File: config.mk
export PLATFORM = sky130hd
export DESIGN_NAME = sio_async_rx
export DESIGN_NICKNAME = d
export VERILOG_FILES = /design/src/rtl/sio_rx_pkg.sv /design/src/rtl/sio_brg.sv /design/src/rtl/sio_rx_fsm.sv /design/src/rtl/sio_rx_buf.sv /design/src/rtl/sio_async_rx.sv
export SDC_FILE = /design/constraint.sdc
export NUM_CORES = 1
export LEC_CHECK = 0
export CORE_ASPECT_RATIO = 0.6
export CORE_MARGIN = 10
export CORE_UTILIZATION = 29
export DETAILED_ROUTE_END_ITERATION = 6
export DONT_BUFFER_PORTS = 1
export PLACE_DENSITY = 0.42
export SYNTH_ARGS = -nofsm -noshare
export SYNTH_HDL_FRONTEND = slang
export SYNTH_SLANG_ARGS = --single-unit
File: constraint.sdc
create_clock -name clk -period 2.24 [get_ports clk]
set_clock_uncertainty 0.05 [all_clocks]
set_input_delay 0.448 -clock clk [delete_from_list [all_inputs] [get_ports clk]]
set_output_delay 0.448 -clock clk [all_outputs]
set_load 0.01 [all_outputs]
File: src/rtl/sio_rx_pkg.sv
// Shared types and buffer-word field positions for the serial receiver.
// Assumes a 16-bit buffer word with data in the low bits.
package sio_rx_pkg;
    typedef enum logic [2:0] {
        ST_IDLE,
        ST_START,
        ST_DATA,
        ST_PAR,
        ST_STOP1,
        ST_STOP2
    } rx_state_t;

    localparam int OVR_BIT = 12;
    localparam int FE_BIT  = 13;
    localparam int PE_BIT  = 14;
    localparam int SUM_BIT = 15;
endpackage

File: src/rtl/sio_brg.sv
// Bit-rate generator: a selectable prescaler followed by a reload divider.
// Emits a one-cycle tick every PRE*(n+1) clocks while run is high.
// restart realigns both counters so that ticks are phased to a start edge.
module sio_brg #(
    parameter int DIV_W   = 8,
    parameter int MID_DIV = 8,
    parameter int MAX_DIV = 32
) (
    input  logic             clk,
    input  logic             rst_n,
    input  logic             run,
    input  logic             restart,
    input  logic [1:0]       src_sel,
    input  logic [DIV_W-1:0] div_n,
    output logic             tick_o
);
    localparam int PRE_W = $clog2(MAX_DIV);

    logic [PRE_W-1:0] pre_cnt;
    logic [PRE_W-1:0] pre_lim;
    logic             pre_en;
    logic [DIV_W-1:0] div_cnt;

    // Terminal count of the prescaler for the selected source.
    always_comb begin
        case (src_sel)
            2'b00:   pre_lim = '0;
            2'b01:   pre_lim = PRE_W'(MID_DIV - 1);
            default: pre_lim = PRE_W'(MAX_DIV - 1);
        endcase
        pre_en = (pre_cnt == pre_lim);
    end

    // Prescaler counter.
    always_ff @(posedge clk) begin
        if (!rst_n || !run || restart) pre_cnt <= '0;
        else if (pre_en)               pre_cnt <= '0;
        else                           pre_cnt <= pre_cnt + 1'b1;
    end

    // Reload divider: reloads to n after reaching zero.
    always_ff @(posedge clk) begin
        if (!rst_n || !run || restart) div_cnt <= div_n;
        else if (pre_en) begin
            if (div_cnt == '0) div_cnt <= div_n;
            else               div_cnt <= div_cnt - 1'b1;
        end
    end

    // Registered tick output.
    always_ff @(posedge clk) begin
        if (!rst_n || !run || restart) tick_o <= 1'b0;
        else                           tick_o <= pre_en && (div_cnt == '0);
    end


    brg_halt_chk: assert property (@(posedge clk) disable iff (!rst_n)
        !run |=> !tick_o);
endmodule

File: src/rtl/sio_rx_fsm.sv
// Frame receiver: detects the start edge, confirms it at half a bit,
// samples data, parity and stop bits at mid-bit (OVS ticks per bit)
// and pulses done_o with the character and its error status.
// Assumes rxd_i is already synchronised to clk.
module sio_rx_fsm
    import sio_rx_pkg::*;
#(
    parameter int MAX_CHAR = 9,
    parameter int OVS      = 16
) (
    input  logic                clk,
    input  logic                rst_n,
    input  logic                run,
    input  logic                rxd_i,
    input  logic                tick,
    input  logic [1:0]          char_len,
    input  logic                par_en,
    input  logic                par_odd,
    input  logic                two_stop,
    output logic                restart_o,
    output logic                done_o,
    output logic [MAX_CHAR-1:0] data_o,
    output logic                perr_o,
    output logic                ferr_o
);
    localparam int TC_W = $clog2(OVS);
    localparam int BC_W = $clog2(MAX_CHAR + 1);
    localparam logic [TC_W-1:0] HALF_M1 = TC_W'(OVS / 2 - 1);
    localparam logic [TC_W-1:0] FULL_M1 = TC_W'(OVS - 1);

    rx_state_t       state;
    logic [TC_W-1:0] tcnt;
    logic [BC_W-1:0] bcnt;
    logic [BC_W-1:0] last_bit;
    logic            rxd_prev;
    logic            par_acc;

    // Index of the final data bit for the selected length.
    always_comb begin
        case (char_len)
            2'b00:   last_bit = BC_W'(6);
            2'b10:   last_bit = BC_W'(8);
            default: last_bit = BC_W'(7);
        endcase
    end

    // Start edge seen in idle realigns the bit-rate generator.
    assign restart_o = run && (state == ST_IDLE) && rxd_prev && !rxd_i;

    // Previous line level for edge detection.
    always_ff @(posedge clk) begin
        if (!rst_n) rxd_prev <= 1'b1;
        else        rxd_prev <= rxd_i;
    end

    // Frame sequencing, sampling and error evaluation.
    always_ff @(posedge clk) begin
        if (!rst_n || !run) begin
            state   <= ST_IDLE;
            tcnt    <= '0;
            bcnt    <= '0;
            data_o  <= '0;
            par_acc <= 1'b0;
            perr_o  <= 1'b0;
            ferr_o  <= 1'b0;
            done_o  <= 1'b0;
        end else begin
            done_o <= 1'b0;
            case (state)
                ST_IDLE: begin
                    if (restart_o) begin
                        state <= ST_START;
                        tcnt  <= '0;
                    end
                end
                ST_START: if (tick) begin
                    if (tcnt == HALF_M1) begin
                        tcnt <= '0;
                        if (!rxd_i) begin
                            state   <= ST_DATA;
                            bcnt    <= '0;
                            data_o  <= '0;
                            par_acc <= 1'b0;
                            perr_o  <= 1'b0;
                            ferr_o  <= 1'b0;
                        end else begin
                            state <= ST_IDLE;
                        end
                    end else begin
                        tcnt <= tcnt + 1'b1;
                    end
                end
                ST_DATA: if (tick) begin
                    if (tcnt == FULL_M1) begin
                        tcnt         <= '0;
                        data_o[bcnt] <= rxd_i;
                        par_acc      <= par_acc ^ rxd_i;
                        if (bcnt == last_bit) state <= par_en ? ST_PAR : ST_STOP1;
                        else                  bcnt  <= bcnt + 1'b1;
                    end else begin
                        tcnt <= tcnt + 1'b1;
                    end
                end
                ST_PAR: if (tick) begin
                    if (tcnt == FULL_M1) begin
                        tcnt   <= '0;
                        perr_o <= ((par_acc ^ rxd_i) != par_odd);
                        state  <= ST_STOP1;
                    end else begin
                        tcnt <= tcnt + 1'b1;
                    end
                end
                ST_STOP1: if (tick) begin
                    if (tcnt == FULL_M1) begin
                        tcnt   <= '0;
                        ferr_o <= !rxd_i;
                        if (two_stop) begin
                            state <= ST_STOP2;
                        end else begin
                            state  <= ST_IDLE;
                            done_o <= 1'b1;
                        end
                    end else begin
                        tcnt <= tcnt + 1'b1;
                    end
                end
                ST_STOP2: if (tick) begin
                    if (tcnt == FULL_M1) begin
                        tcnt   <= '0;
                        ferr_o <= ferr_o | !rxd_i;
                        state  <= ST_IDLE;
                        done_o <= 1'b1;
                    end else begin
                        tcnt <= tcnt + 1'b1;
                    end
                end
                default: state <= ST_IDLE;
            endcase
        end
    end


    start_confirm_chk: assert property (@(posedge clk) disable iff (!rst_n)
        (state == ST_DATA && $past(state) == ST_START) |-> $past(!rxd_i));
endmodule

File: src/rtl/sio_rx_buf.sv
// Receive buffer and flag unit: captures each completed character,
// latches the parity, framing and overrun flags on that transfer, raises
// the interrupt pulse and applies the per-flag clearing rules.
// Assumes done is a single-cycle pulse.
module sio_rx_buf
    import sio_rx_pkg::*;
#(
    parameter int MAX_CHAR = 9,
    parameter int BUF_W    = 16
) (
    input  logic                clk,
    input  logic                rst_n,
    input  logic                active,
    input  logic                done,
    input  logic [MAX_CHAR-1:0] data,
    input  logic                perr,
    input  logic                ferr,
    input  logic                rd_lo,
    input  logic                rd_hi,
    output logic [BUF_W-1:0]    rbuf_o,
    output logic                irq_o
);
    logic [MAX_CHAR-1:0] dbuf;
    logic                full;
    logic                pe_f;
    logic                fe_f;
    logic                ovr_f;
    logic                rd_any;
    logic                unread;

    assign rd_any = rd_lo || rd_hi;
    assign unread = full && !rd_any;

    // Character storage, kept across disable.
    always_ff @(posedge clk) begin
        if (!rst_n)    dbuf <= '0;
        else if (done) dbuf <= data;
    end

    // Flags, unread marker and interrupt request.
    always_ff @(posedge clk) begin
        if (!rst_n || !active) begin
            full  <= 1'b0;
            pe_f  <= 1'b0;
            fe_f  <= 1'b0;
            ovr_f <= 1'b0;
            irq_o <= 1'b0;
        end else if (done) begin
            full  <= 1'b1;
            pe_f  <= perr;
            fe_f  <= ferr;
            ovr_f <= ovr_f | unread;
            irq_o <= !unread;
        end else begin
            irq_o <= 1'b0;
            if (rd_any) full <= 1'b0;
            if (rd_lo) begin
                pe_f <= 1'b0;
                fe_f <= 1'b0;
            end
        end
    end

    // Buffer word assembly.
    always_comb begin
        rbuf_o                = '0;
        rbuf_o[MAX_CHAR-1:0]  = dbuf;
        rbuf_o[OVR_BIT]       = ovr_f;
        rbuf_o[FE_BIT]        = fe_f;
        rbuf_o[PE_BIT]        = pe_f;
        rbuf_o[SUM_BIT]       = ovr_f | fe_f | pe_f;
    end


    irq_single_chk: assert property (@(posedge clk) disable iff (!rst_n)
        irq_o |=> !irq_o);

    irq_source_chk: assert property (@(posedge clk) disable iff (!rst_n)
        irq_o |-> $past(done));

    ovr_sticky_chk: assert property (@(posedge clk) disable iff (!rst_n)
        (active && ovr_f && rd_any) |=> ovr_f);

    flags_off_chk: assert property (@(posedge clk) disable iff (!rst_n)
        !active |=> (rbuf_o[SUM_BIT:OVR_BIT] == 4'b0000));
endmodule

File: src/rtl/sio_async_rx.sv
// Top level of the asynchronous serial receiver: line synchroniser,
// bit-rate generator, frame receiver and buffer/flag unit.
// Assumes rxd_i is asynchronous to clk and idles high.
module sio_async_rx #(
    parameter int DIV_W    = 8,
    parameter int MAX_CHAR = 9,
    parameter int OVS      = 16,
    parameter int BUF_W    = 16
) (
    input  logic             clk,
    input  logic             rst_n,
    input  logic             rxd_i,
    input  logic [2:0]       mode_sel_i,
    input  logic             rx_en_i,
    input  logic [1:0]       src_sel_i,
    input  logic [DIV_W-1:0] div_n_i,
    input  logic [1:0]       char_len_i,
    input  logic             par_en_i,
    input  logic             par_odd_i,
    input  logic             two_stop_i,
    input  logic             rd_lo_i,
    input  logic             rd_hi_i,
    output logic [BUF_W-1:0] rbuf_o,
    output logic             rx_irq_o
);
    logic                active;
    logic                rxd_meta;
    logic                rxd_sync;
    logic                tick;
    logic                restart;
    logic                done;
    logic [MAX_CHAR-1:0] data;
    logic                perr;
    logic                ferr;

    assign active = rx_en_i && (mode_sel_i != 3'b000);

    // Two-stage synchroniser for the serial line.
    always_ff @(posedge clk) begin
        if (!rst_n) begin
            rxd_meta <= 1'b1;
            rxd_sync <= 1'b1;
        end else begin
            rxd_meta <= rxd_i;
            rxd_sync <= rxd_meta;
        end
    end

    sio_brg #(.DIV_W(DIV_W)) u_brg (
        .clk     (clk),
        .rst_n   (rst_n),
        .run     (active),
        .restart (restart),
        .src_sel (src_sel_i),
        .div_n   (div_n_i),
        .tick_o  (tick)
    );

    sio_rx_fsm #(.MAX_CHAR(MAX_CHAR), .OVS(OVS)) u_fsm (
        .clk       (clk),
        .rst_n     (rst_n),
        .run       (active),
        .rxd_i     (rxd_sync),
        .tick      (tick),
        .char_len  (char_len_i),
        .par_en    (par_en_i),
        .par_odd   (par_odd_i),
        .two_stop  (two_stop_i),
        .restart_o (restart),
        .done_o    (done),
        .data_o    (data),
        .perr_o    (perr),
        .ferr_o    (ferr)
    );

    sio_rx_buf #(.MAX_CHAR(MAX_CHAR), .BUF_W(BUF_W)) u_buf (
        .clk    (clk),
        .rst_n  (rst_n),
        .active (active),
        .done   (done),
        .data   (data),
        .perr   (perr),
        .ferr   (ferr),
        .rd_lo  (rd_lo_i),
        .rd_hi  (rd_hi_i),
        .rbuf_o (rbuf_o),
        .irq_o  (rx_irq_o)
    );
endmodule

# == Word level (Yosys, flattened, before mapping) ==
# Index checks and enable logic that the tools add are counted.
# totals
out_inout_bits,17
inputBits,24
register_bits,55
elab_cells,163
# op_classes
reduce_logical,36
n_bitwise,6
n_lt_le_gt_ge,2
muxes,68
eq_ne,27
add_sub_neg,4
# op_table
cell,count
$mux W9,5
$mux W4,11
$mux W3,14
$mux W8,3
$mux W1,22
$pmux W3 S6,1
$pmux W9 S2,1
$ne A2 B2 Y1 const B,8
$pmux W4 S2,2
$ne A2 B1 Y1 const B,7
$pmux W4 S3,1
$reduce_and A12 Y1,1
$reduce_and A6 Y1,2
$pmux W5 S2,1
$reduce_bool A2 Y1,5
$bwmux W9,1
$reduce_bool A3 Y1,3
$add A4 B1 Y4 const B,2
$logic_not A8 Y1,1
$reduce_and A8 Y1,1
$sub A8 B1 Y8 const B,1
$logic_and A1 B1 Y1,7
$reduce_and A7 Y1,1
$eq A3 B2 Y1 const B,2
other kinds (26),40

# == Longest topological paths before layout ==
# Gate-level depths: netlist of run 1.
# depth
depth_word,8
mapped_depth,8
depth_no_buf,6

# == Hierarchy ==
# From an unflattened synthesis of run 1, not the netlist that was laid out.
# hier_totals
cells_unflattened,339
area_unflattened_um2,2964.1
# by_module_without_submodules
module,cells_per_inst,n_inst,seq_area_each_um2,area_each_um2
sio_rx_fsm,199,1,500.5,1560.2
sio_brg,78,1,360.3,760.7
sio_rx_buf,57,1,280.3,581.8
sio_async_rx,5,1,40.0,61.3

# == Least setup slack after synthesis of run 1 ==
# No wires, ideal clock.
# synth_timing
kind,reg-to-reg
startpoint,register u_fsm.tcnt[0]
endpoint,register u_fsm.bcnt[3]
t_arrival_ps,1853
path_slack_ps,267
required_time_ps,2120
synth_period_minus_slack_ps,1973
path_stages_with_launch,7
path_buffers,1
setup_time_ps,70
cell_sequence,dfxtp_1 ha_1 a311oi_1 or3_1 buf_2 or4_1 a21oi_1
# synth_via
elab_chain_cells,3
elab_cells_between_ends,5
cone_classes,eq/ne: 4; reduce/logical: 1
# synth_rtl
item,line_no,source
from (decl),sio_rx_fsm.sv:32,logic [TC_W-1:0] tcnt;
from (signal assigned),sio_rx_fsm.sv:90,tcnt <= tcnt + 1'b1;
from (signal assigned),sio_rx_fsm.sv:101,tcnt <= tcnt + 1'b1;
from (signal assigned),sio_rx_fsm.sv:110,tcnt <= tcnt + 1'b1;
$eq A4 B4 Y1 or $eq A4 B3 Y1 (tied branches),"sio_rx_fsm.sv:94, sio_rx_fsm.sv:77",
$ne A2 B1 Y1 (no source line),n/a,
$reduce_and A7 Y1 (no source line) *,n/a,
to (signal assigned),sio_rx_fsm.sv:99,else bcnt <= bcnt + 1'b1;
to (decl),sio_rx_fsm.sv:33,logic [BC_W-1:0] bcnt;
# Every way passes the cells marked *; elsewhere a longest branch is shown, timed or not.
# A chain may end at the register's enable or synchronous reset.

# == Final worst setup path of run 1 ==
# layout_timing
startpoint,register u_fsm.tcnt[0]
endpoint,register u_fsm.data_o[4]
# layout_via
elab_chain_cells,3
elab_cells_between_ends,5
cone_classes,eq/ne: 4; reduce/logical: 1
# layout_rtl
item,line_no,source
$eq A4 B4 Y1 or $eq A4 B3 Y1 (tied branches),"sio_rx_fsm.sv:94, sio_rx_fsm.sv:77",
$ne A2 B1 Y1 (no source line),n/a,
$reduce_and A6 Y1 (no source line) *,n/a,
"to (signal, indexed assignment)",sio_rx_fsm.sv:96,data_o[bcnt] <= rxd_i;
to (decl),sio_rx_fsm.sv:22,"output logic [MAX_CHAR-1:0] data_o,"
# Marked as above.

==> results by group, run 1 <==
Final layout
  – Inserted Diodes: 0
  – Final-stage net count: approximately 370
  – Area growth syn-to-layout: 13.4%
  – Fillers: between 1,000 and 1,500
  – Fraction of layout cells with a size suffix above 1: a little over a tenth
  – Post-layout util: 33.4%

Worst setup path
  – FF-to-FF setup slack: 0.20 ns
  – CP Launch Type: flop
  – CP required: 2.42 ns
  – R2r endpoint: u_fsm.data_o[4]$_SDFFE_PP0P_
  – Crit path cell chain: ha_1 -> a311oi_1 -> or3_1 -> buf_4 -> nor3b_1 -> buf_4 -> o2bb2ai_1
  – Max stage delay on crit path: 0.44 ns
  – Crit-path most repeated cell: buf_4
  – CP Class: flop to flop
  – Crit-path slowest cell: or3_1
  – R2R cell count: 7
  – Critical path endpoint category: flop
  – Crit-path max FO: 9
  – R2r startpoint: u_fsm.tcnt[0]$_SDFFE_PP0P_
  – Worst EP arrival: about 2.2 ns

Power
  – Pwr per Cell Area: roughly 600 nW/um^2
  – Leakage: around 1.1 nW
  – Worst IR Drop VDD: approximately 280 uV

Synth
  – Synth warnings: 0
  – Avg Inst Size Synth: a little under 9 sq um
  – Synth area leader: dfxtp_1
  – Most frequent cell after synthesis: dfxtp_1
  – Sequential element share of the synthesized area: between 40 and 50%
  – Fraction of registers with async set/reset: 0%
  – Mapped Area: 2870 sq um
  – Ys flop type: dfxtp_1
  – Gate Count Post-Synth: roughly 330
  – Synth area leaders: dfxtp_1 (33%), edfxtp_1 (8.4%), nor2_1 (6.0%)
  – Flops & latches, synth: 55
  – Share of the synthesized area in the top cell type: around 33%
  – Count of cell types in the netlist: 53
  – Post-synth EDFFs: 8
  – Top cells by count, synth: dfxtp_1 (47), nor2_1 (46), a21oi_1 (27)

Clocking
  – CTS max path bufs: 2
  – Root buffer cell: clkbuf_16
  – Post-CTS Setup Inserts: 0
  – Clock latency on the worst-skew pair: around 0.30 ns
  – Clock-pin slew on the worst setup and hold paths: ~0.08 ns
  – CTS tree: yes
  – H-tree levels: 2
  – CTS Buf Count: 5
  – Clk sinks: 55

Timing
  – Final Hold Fails: 0
  – Tmin final: 2.04 ns
  – Unrepaired setup endpoints after global routing: no
  – Count of final setup violators: 0
  – Final WS setup: a little over 0.2 ns
  – Slew HR: about 47%
  – Final hold slack: between 0.15 and 0.2 ns
  – Actual slew at the worst max-slew pin: approximately 0.8 ns
  – TNS Setup: 0 ns
  – Period utilisation layout: about nine tenths
  – Maximum clock frequency: about 0.5 GHz
  – Fin. max-slew vios: 0

Drt
  – Vias per cell: a little under 5
  – ANT nets after route: 0
  – Drt first pass iters: 4
  – Wl on met1: between 3 and 4 mm
  – Final wirelength: between 7 and 8 mm
  – Metal3 WL: between 500 and 600 microns
  – Highest routed layer: met4
  – Met2 wire length: between 2 and 2.5 mm
  – Via count: about 2,300
  – Initial DRC Count: between 150 and 200
  – Wirelength per Cell: 14.9 microns
  – # DRC: 0

Flow run
  – Max cap viols: 0

Floorplan
  – Core ar.: a little under 10,000 sq um
  – Die W: 148 microns
  – Site row count: 28
  – Die ar.: approximately 14,000 sq um
  – Initial Util: 29.5%
  – Number of I/O pins: about 40
  – Die Y: 97.0 microns

Run status
  – Status: completed

Global routing
  – First-pass GRT wire length: around 12 mm
  – Initial antenna violation count: 0
  – Vias in the first global route: 2,134
  – GRT Overall Usage: 9.83%
  – Largest net degree at the start of global routing: 21
  – Global route overflow: 0

Placed design
  – Post-place setup slack: about 0.15 ns
  – RD Place Congestion: between 0.8 and 0.9
  – # port buffers: 0
  – Detail Placement HPWL: ~5.3 mm

Min path
  – Hold EP: rxd_sync$_SDFF_PN1_
  – Hold WC Path Type: input port to flop
  – Worst Hold Launch: rst_n
  – Worst hold stages: 1
==> metal layers <==
layer / vias to the layer above / track usage [%]
met5: - / 0
met1: 1035 / 15.5
met3: 4 / 3.95
met2: 65 / 11.5
li1: 1178 / -
met4: 0 / 2.05
==> critical path: cells and delay by family, from the launching register on <==
| family | cells | cell delay [ns] |
|---|---|---|
| AOI/OAI and AO/OA | 2 | 0.26 |
| DFF | 1 | 0.37 |
| buffers and inverters | 2 | 0.36 |
| and+or+nand+nor | 2 | 0.64 |
| adders and majority gates | 1 | 0.28 |
==> worst max-delay path by stage <==
stage,slack [ns],start,cells after the start,to
6_report,0.20,u_fsm.tcnt[0]$_SDFFE_PP0P_,7,u_fsm.data_o[4]$_SDFFE_PP0P_
5_1_grt,0.06,u_fsm.tcnt[0]$_SDFFE_PP0P_,7,u_fsm.data_o[4]$_SDFFE_PP0P_
4_1_cts,0.14,u_fsm.tcnt[0]$_SDFFE_PP0P_,6,u_fsm.tcnt[3]$_SDFFE_PP0P_
3_5_place_dp,0.15,u_fsm.tcnt[0]$_SDFFE_PP0P_,6,u_fsm.tcnt[3]$_SDFFE_PP0P_
3_3_place_gp,0.19,u_fsm.tcnt[0]$_SDFFE_PP0P_,6,u_fsm.tcnt[3]$_SDFFE_PP0P_
2_1_floorplan,0.27,u_fsm.tcnt[0]$_SDFFE_PP0P_,6,u_fsm.bcnt[3]$_SDFFE_PP0P_
==> area by class of cell <==
cell class	count	area [sq um]	share of cell area [%]
clock inverters	3	23.8	0.731
flip-flops and latches	55	1180	36.3
well taps	135	169	5.19
inverters	7	26.3	0.808
multi-input cells	245	1560	48.0
clock buffers	5	125	3.85
repair buffers	22	165	5.08
==> repair_timing <==
item / in CTS / in global routing
gates resized for setup: 0 / 1
hold buffers: 0 / 0
setup endpoints to repair: 0 / 1
==> metrics by stage <==
step           power, mW  std cells  cell area, sq um
6_report            1.96        472              3250
5_1_grt             2.05        472              3250
4_1_cts             2.00        472              3250
3_5_place_dp        1.18        464              3100
3_3_place_gp        1.18        464              3100
2_1_floorplan       1.15        329              2880
==> registers in the layout, summed over array words and instances (netlist names) <==
| name | flops |
|---|---|
| u_buf.fe_f | 1 |
| u_fsm.data_o | 9 |
| rxd_meta | 1 |
| u_buf.pe_f | 1 |
| u_fsm.bcnt | 4 |
| u_brg.div_cnt | 8 |
| u_buf.dbuf | 9 |
| u_buf.full | 1 |
| u_fsm.done_o | 1 |
| u_fsm.par_acc | 1 |
| u_buf.ovr_f | 1 |
| u_brg.pre_cnt | 5 |
| rxd_sync | 1 |
| u_fsm.ferr_o | 1 |
| u_brg.tick_o | 1 |
| u_fsm.tcnt | 4 |
| u_fsm.rxd_prev | 1 |
| u_fsm.perr_o | 1 |
| u_fsm.state | 3 |
| u_buf.irq_o | 1 |
==> placed cells by master, fill, tap and decap left out, types with 6 or more instances in the layout <==
cell / instances
a21oi_1: 27
buf_4: 22
dfxtp_1: 47
edfxtp_1: 8
ha_1: 8
inv_1: 6
mux2i_1: 12
nand2_1: 22
nand2b_1: 11
nand3_1: 8
nor2_1: 46
nor2b_1: 6
nor3_1: 7
nor3b_1: 6
o2bb2ai_1: 9
xnor2_1: 6
xor2_1: 7
==> cell families after synthesis <==
kind of cell	Yosys count	synth area share, %
AND/OR/NAND/NOR	139	25.3
multiplexers	19	6.93
XOR/XNOR	13	3.97
flip-flops	55	41.2
AO/OA/AOI/OAI	63	14.2
adder cells (fa/ha/maj)	8	3.49
buffers and inverters	29	4.84
other	1	0.131
==> where the power goes <==
part | leakage [nW] | internal, mW | switching (mW) | total (mW)
clock network | 0.0743 | 0.421 | 0.389 | 0.809
registers | 0.462 | 1.03 | 0.0181 | 1.04
logic | 0.613 | 0.0488 | 0.0626 | 0.111
total | 1.15 | 1.50 | 0.469 | 1.96
Power figures use the tool's default switching activity.
==> inputs of run 2 (changes only) <==
ABC_AREA = 1   (was default)
PLACE_DENSITY = default   (was 0.42)
PLACE_DENSITY_LB_ADDON = 0.08   (was default)
==> run 2 against run 1 <==
  * Wire length increased by 6.1%
  * Register-to-register slack improved by 0.14 ns
  * Total power is 6.3% higher
  * Via count increased by 6.3%
  * Die area is 1.4% higher
  * Area after synthesis increased by 1.7%
  * Utilization decreased by 1.1 points
  * Count of clock-buffer cells in the layout is 1 higher
  * Clock power is 1% lower
  * Sequential power hardly changed
==> results by group, run 2 <==
Run status
  – Status: completed

Clocking
  – Post-CTS Setup Inserts: 0 (unchanged)
  – Post-CTS sizing: 0 (unchanged)
  – Clock-pin slew on the worst setup and hold paths: 0.07 ns (about the same)
  – H-tree levels: 2 (unchanged)
  – Root buffer cell: clkbuf_16
  – CTS max path bufs: 2 (unchanged)
  – Cts hold-fix bufs: 0 (unchanged)
  – Clock latency on the worst-skew pair: 0.30 ns (about the same)
  – CTS tree: yes
  – CTS Buf Count: 5 (unchanged)
  – Clk sinks: 55 (unchanged)

Timing
  – Final WS setup: 0.338 ns (+0.136 ns)
  – Count of final setup violators: 0 (unchanged)
  – Maximum clock frequency: 0.526 GHz (+7.2%)
  – Slew HR: 63.6% (+17 points)
  – Fin. max-slew vios: 0 (unchanged)
  – Period utilisation layout: 84.9% (-6.1 points)
  – Unrepaired setup endpoints after global routing: no
  – Final Hold Fails: 0 (unchanged)
  – TNS Setup: 0 ns (unchanged)
  – Actual slew at the worst max-slew pin: 0.533 ns (-0.265 ns)
  – Tmin final: 1.90 ns (-0.136 ns)

Drt
  – Final wirelength: 7.44 mm (+6.1%)
  – Via count: 2,426 (+6.3%)
  – Wirelength per Cell: 13.8 microns (-6.9%)
  – Vias per cell: 4.51 (-6.7%)
  – ANT nets after route: 0 (unchanged)
  – # DRC: 0 (unchanged)
  – Drt first pass iters: 4 (unchanged)
  – Initial DRC Count: 132 (-20%)

Synth
  – Mapped Area: 2920 sq um (+1.7%)
  – Count of cell types in the netlist: 34 (-36%)
  – Synth area leaders: dfxtp_1 (32%), nand2_1 (9.3%), nor2_1 (8.6%)
  – Post-synth EDFFs: 8 (unchanged)
  – Synth warnings: 0 (unchanged)
  – Gate Count Post-Synth: 402 (+23%)
  – Ys flop type: dfxtp_1
  – Top cells by count, synth: nand2_1 (72), nor2_1 (67), dfxtp_1 (47)
  – Flops & latches, synth: 55 (unchanged)
  – Synth area leader: dfxtp_1
  – Avg Inst Size Synth: 7.26 sq um (-17%)
  – Fraction of registers with async set/reset: 0% (unchanged)
  – Sequential element share of the synthesized area: 40.5% (-0.69 points)
  – Most frequent cell after synthesis: nand2_1
  – Share of the synthesized area in the top cell type: 32.2% (-0.55 points)

Worst setup path
  – Worst EP arrival: 2.03 ns (-0.19 ns)
  – CP Class: flop to flop
  – CP required: 2.37 ns (-0.05 ns)
  – Crit-path max FO: 24 (+15)
  – CP Launch Type: flop
  – Critical path endpoint category: flop

Placed design
  – Detail Placement HPWL: 5.70 mm (+7.2%)
  – Post-place setup slack: 0.353 ns (+0.205 ns)
  – RD Place Congestion: 0.827 (about the same)
  – # port buffers: 0 (unchanged)

Final layout
  – Fillers: 1,068 (+0.66%)
  – Final-stage net count: 434 (+18%)
  – Commonest non-fill, non-tap cell in the layout: nand2_1
  – Fraction of layout cells with a size suffix above 1: 7.44% (-3.2 points)
  – Area growth syn-to-layout: 9.01%
  – Commonest non-fill, non-tap cells in the layout: nand2_1 (72), nor2_1 (67), dfxtp_1 (47)
  – Largest registers: u_buf.dbuf: 9 flops, u_fsm.data_o: 9 flops, u_brg.div_cnt: 8 flops
  – Inserted Diodes: 0 (unchanged)

Power
  – Leakage: 1.24 nW (+8.3%)
  – Worst IR Drop VDD: 301 uV (+6.0%)
  – Pwr per Cell Area: 657 nW/um^2 (+8.7%)
  – Design Power: 2.09 mW (+6.3%)

Global routing
  – Vias in the first global route: 2,288 (+7.2%)
  – Largest net degree at the start of global routing: 25 (+19%)
  – GRT Overall Usage: 10.4% (+0.53 points)
  – Global route overflow: 0 (unchanged)
  – Initial antenna violation count: 0 (unchanged)
  – First-pass GRT wire length: 12.1 mm (+4.1%)

Floorplan
  – Core ar.: 9840 sq um (+1.1%)
  – Site row count: 28 (unchanged)
  – Die W: 149 microns (+0.73%)
  – Die ar.: 14,600 sq um (+1.4%)
  – Number of I/O pins: 41 (unchanged)
  – Die Y: 97.7 microns (+0.67%)
  – Initial Util: 29.6% (+0.18 points)

Flow run
  – Max cap viols: 0 (unchanged)

Min path
  – Hold WC Path Type: input port to flop
## run 2: changes by cell type after synthesis, sizes merged, moves of 12 or more
cell,change
o21ai,+25
inv,+34
nor2,+26
mux2i,-12
nand3,+28
nand2,+54
## run 2: cell type report
| class | instances | area [sq um] | share of cell area [%] |
|---|---|---|---|
| multi-input cells | 292 | 1490 | 46.7 |
| flip-flops and latches | 55 | 1180 | 37.1 |
| well taps | 135 | 169 | 5.31 |
| inverters | 43 | 161 | 5.07 |
| clock buffers | 6 | 129 | 4.05 |
| repair buffers | 5 | 37.5 | 1.18 |
| clock inverters | 2 | 17.5 | 0.551 |
## run 2: worst paths after layout
path	startpoint	end	slack (ns)	cells after the start
max	u_fsm.tcnt[1]$_SDFFE_PP0P_	u_fsm.bcnt[3]$_SDFFE_PP0P_	0.34	8
min	rst_n	u_fsm.rxd_prev$_SDFF_PN1_	0.18	1
max reg2reg	u_fsm.tcnt[1]$_SDFFE_PP0P_	u_fsm.bcnt[3]$_SDFFE_PP0P_	0.34	8
min reg2reg	rxd_meta$_SDFF_PN1_	rxd_sync$_SDFF_PN1_	0.36	1
## run 2: cell families (layout without fill, tap and decap cells)
logic type / after synthesis / count (layout) / share of synthesized area [%]
AO/OA/AOI/OAI: 62 / 62 / 11.1
XOR/XNOR: 14 / 14 / 4.20
adder cells (fa/ha/maj): 8 / 8 / 3.43
buffers and inverters: 57 / 56 / 8.88
flip-flops: 55 / 55 / 40.5
other: 1 / 3 / 0.129
AND/OR/NAND/NOR: 205 / 205 / 31.8
## run 2: metrics by stage
stage | util [%] | instances | area [sq um] | hold WS [ns]
finish | 32.3 | 538 | 3180 | 0.176
global route | 32.3 | 538 | 3180 | 0.157
CTS | 32.3 | 538 | 3180 | 0.165
detailed placement | 30.8 | 530 | 3030 | 0.352
global placement | 30.8 | 530 | 3030 | 0.350
floorplan | - | 404 | 2930 | 0.342
## run 2: routing by layer
| layer | up-vias | routed length (microns) | global-route usage, % |
|---|---|---|---|
| met4 | 0 | 74 | 2.93 |
| met1 | 1071 | 4230 | 16.0 |
| met5 | - | 0 | 0 |
| met3 | 7 | 599 | 3.40 |
| met2 | 53 | 2540 | 12.7 |
| li1 | 1295 | - | - |
## run 2: worst max-delay path, cell delays in order (launching register included)
cell     delay, ns
dfxtp_1       0.36
ha_1          0.25
nand3_1       0.14
nand2_2       0.15
nand2_2       0.09
nor2_4        0.40
nand2_1       0.20
nand2_1       0.10
a21oi_1       0.06
## run 2: power by group
group	total (mW)	internal (mW)	switching [mW]	leakage (nW)
clock network	0.801	0.420	0.381	0.0710
logic	0.231	0.0765	0.154	0.712
registers	1.06	1.03	0.0254	0.462
==> inputs of run 3 (changes only) <==
clock period = 2 ns   (was 2.24 ns; I/O delays follow)
==> run 3 against run 2 <==
  * Global-route usage is 0.12 points lower
  * Clock power is 13% higher
  * Final cell count increased by 0.74%
  * Count of clock-buffer cells in the layout is 1 lower
  * Largest power group unchanged
  * Critical path type unchanged
  * Largest cell class unchanged
  * Sequential share of layout area is 0.50 points lower
  * Worst hold slack worse by 0.057 ns
==> results by group, run 3 (synthesized netlist as in run 2, its figures left out) <==
Drt
  – Final wirelength: 7.41 mm (-0.39%)
  – # DRC: 0 (unchanged)
  – ANT nets after route: 0 (unchanged)
  – Drt first pass iters: 5 (+1)
  – Vias per cell: 4.54 (+0.69%)
  – Wirelength per Cell: 13.7 microns (-1.1%)
  – Via count: 2,461 (+1.4%)
  – Initial DRC Count: 190 (+44%)

Clocking
  – Clock-pin slew on the worst setup and hold paths: 0.08 ns (about the same)
  – Post-CTS sizing: 0 (unchanged)
  – H-tree levels: 2 (unchanged)
  – Cts hold-fix bufs: 0 (unchanged)
  – Root buffer cell: clkbuf_16
  – Clock latency on the worst-skew pair: 0.30 ns (about the same)
  – Post-CTS Setup Inserts: 0 (unchanged)
  – CTS max path bufs: 2 (unchanged)
  – CTS Buf Count: 5 (unchanged)
  – CTS tree: yes
  – Clk sinks: 55 (unchanged)

Flow run
  – Max cap viols: 0 (unchanged)

Timing
  – Period utilisation layout: 89.5% (+4.6 points)
  – Slew HR: 62.3% (-1.3 points)
  – TNS Setup: 0 ns (unchanged)
  – Unrepaired setup endpoints after global routing: no
  – Final Hold Fails: 0 (unchanged)
  – Tmin final: 1.79 ns (-0.111 ns)
  – Actual slew at the worst max-slew pin: 0.552 ns (+0.0187 ns)
  – Maximum clock frequency: 0.558 GHz (+6.2%)
  – Count of final setup violators: 0 (unchanged)
  – Final WS setup: 0.209 ns (-0.129 ns)
  – Fin. max-slew vios: 0 (unchanged)

Global routing
  – Largest net degree at the start of global routing: 25 (unchanged)
  – GRT Overall Usage: 10.2% (-0.12 points)
  – Initial antenna violation count: 0 (unchanged)
  – Vias in the first global route: 2,271 (-0.74%)
  – First-pass GRT wire length: 12.1 mm (-0.40%)
  – Global route overflow: 0 (unchanged)

Floorplan
  – Die W: 149 microns (unchanged)
  – Initial Util: 29.6% (unchanged)
  – Die ar.: 14,600 sq um (unchanged)
  – Number of I/O pins: 41 (unchanged)
  – Die Y: 97.7 microns (unchanged)
  – Core ar.: 9840 sq um (unchanged)
  – Site row count: 28 (unchanged)

Placed design
  – Placed Cells: 534 (+0.75%)
  – # port buffers: 0 (unchanged)
  – Post-place setup slack: 0.219 ns (-0.134 ns)
  – Detail Placement HPWL: 5.72 mm (+0.34%)
  – DP Area: 3080 sq um (+1.4%)
  – RD Place Congestion: 0.897 (+8.5%)

Final layout
  – Post-route cell area: 3220 sq um (+1.4%)
  – Inserted Diodes: 0 (unchanged)
  – Largest registers: u_buf.dbuf: 9 flops, u_fsm.data_o: 9 flops, u_brg.div_cnt: 8 flops
  – Fillers: 1,050 (-1.7%)
  – Fin cells: 542 (+0.74%)
  – Commonest non-fill, non-tap cell in the layout: nand2_1
  – Final-stage net count: 438 (+0.92%)
  – Area growth syn-to-layout: 10.5%
  – Commonest non-fill, non-tap cells in the layout: nand2_1 (72), nor2_1 (67), dfxtp_1 (47)
  – Multi-input gate area: 1490 sq um (unchanged)
  – Fraction of layout cells with a size suffix above 1: 8.60% (+1.2 points)
  – FF/Latch Area: 1180 sq um (unchanged)

Worst setup path
  – Critical path endpoint category: flop
  – CP Launch Type: flop
  – Crit-path max FO: 9 (-63%)
  – CP required: 1.99 ns (-0.38 ns)
  – CP Class: flop to flop
  – Worst EP arrival: 1.78 ns (-0.25 ns)

Min path
  – Hold WC Path Type: input port to flop

Power
  – Pwr per Cell Area: 730 nW/um^2 (+11%)
  – Leakage: 1.27 nW (+2.1%)
  – Worst IR Drop VDD: 380 uV (+26%)

Run status
  – Status: completed
[run 3: worst max-delay path: stages (launching register included)]
cell	delay [ns]
edfxtp_1	0.43
nor2_1	0.20
nor3b_1	0.30
and2_1	0.25
nor2_4	0.09
inv_2	0.12
o21ai_0	0.09
[run 3: stage by stage]
step	hold WS (ns)	total power, mW	util (%)
6_report	0.119	2.35	32.8
2_1_floorplan	0.342	1.41	-
4_1_cts	0.109	2.39	32.8
3_5_place_dp	0.356	1.47	31.3
3_3_place_gp	0.347	1.48	31.3
5_1_grt	0.120	2.47	32.8
[run 3: final timing paths]
kind / from / endpoint / slack, ns / depth (start not counted)
max reg2reg: u_brg.div_cnt[3]$_DFFE_PP_ / u_brg.div_cnt[1]$_DFFE_PP_ / 0.21 / 6
min: rst_n / u_fsm.rxd_prev$_SDFF_PN1_ / 0.12 / 1
max: u_brg.div_cnt[3]$_DFFE_PP_ / u_brg.div_cnt[1]$_DFFE_PP_ / 0.21 / 6
min reg2reg: rxd_meta$_SDFF_PN1_ / rxd_sync$_SDFF_PN1_ / 0.37 / 1
[run 3: per-layer routing]
layer	vias up	part of all wire, %	track usage (%)
li1	1314	-	-
met1	1076	57	16.2
met2	66	35	12.1
met3	5	7.5	3.44
met4	0	0.85	2.70
met5	-	0	0
[run 3: layout make-up]
cell class / count / share of cell area [%]
inverters: 43 / 5.01
well taps: 135 / 5.24
multi-input cells: 292 / 46.1
clock buffers: 5 / 3.88
repair buffers: 9 / 2.48
clock inverters: 3 / 0.698
flip-flops and latches: 55 / 36.6
[run 3: where the power goes]
group / switching [mW] / total (mW) / internal (mW)
sequential: 0.0277 / 1.18 / 1.15
combinational: 0.175 / 0.263 / 0.0886
clock: 0.436 / 0.908 / 0.473
total: 0.638 / 2.35 / 1.72
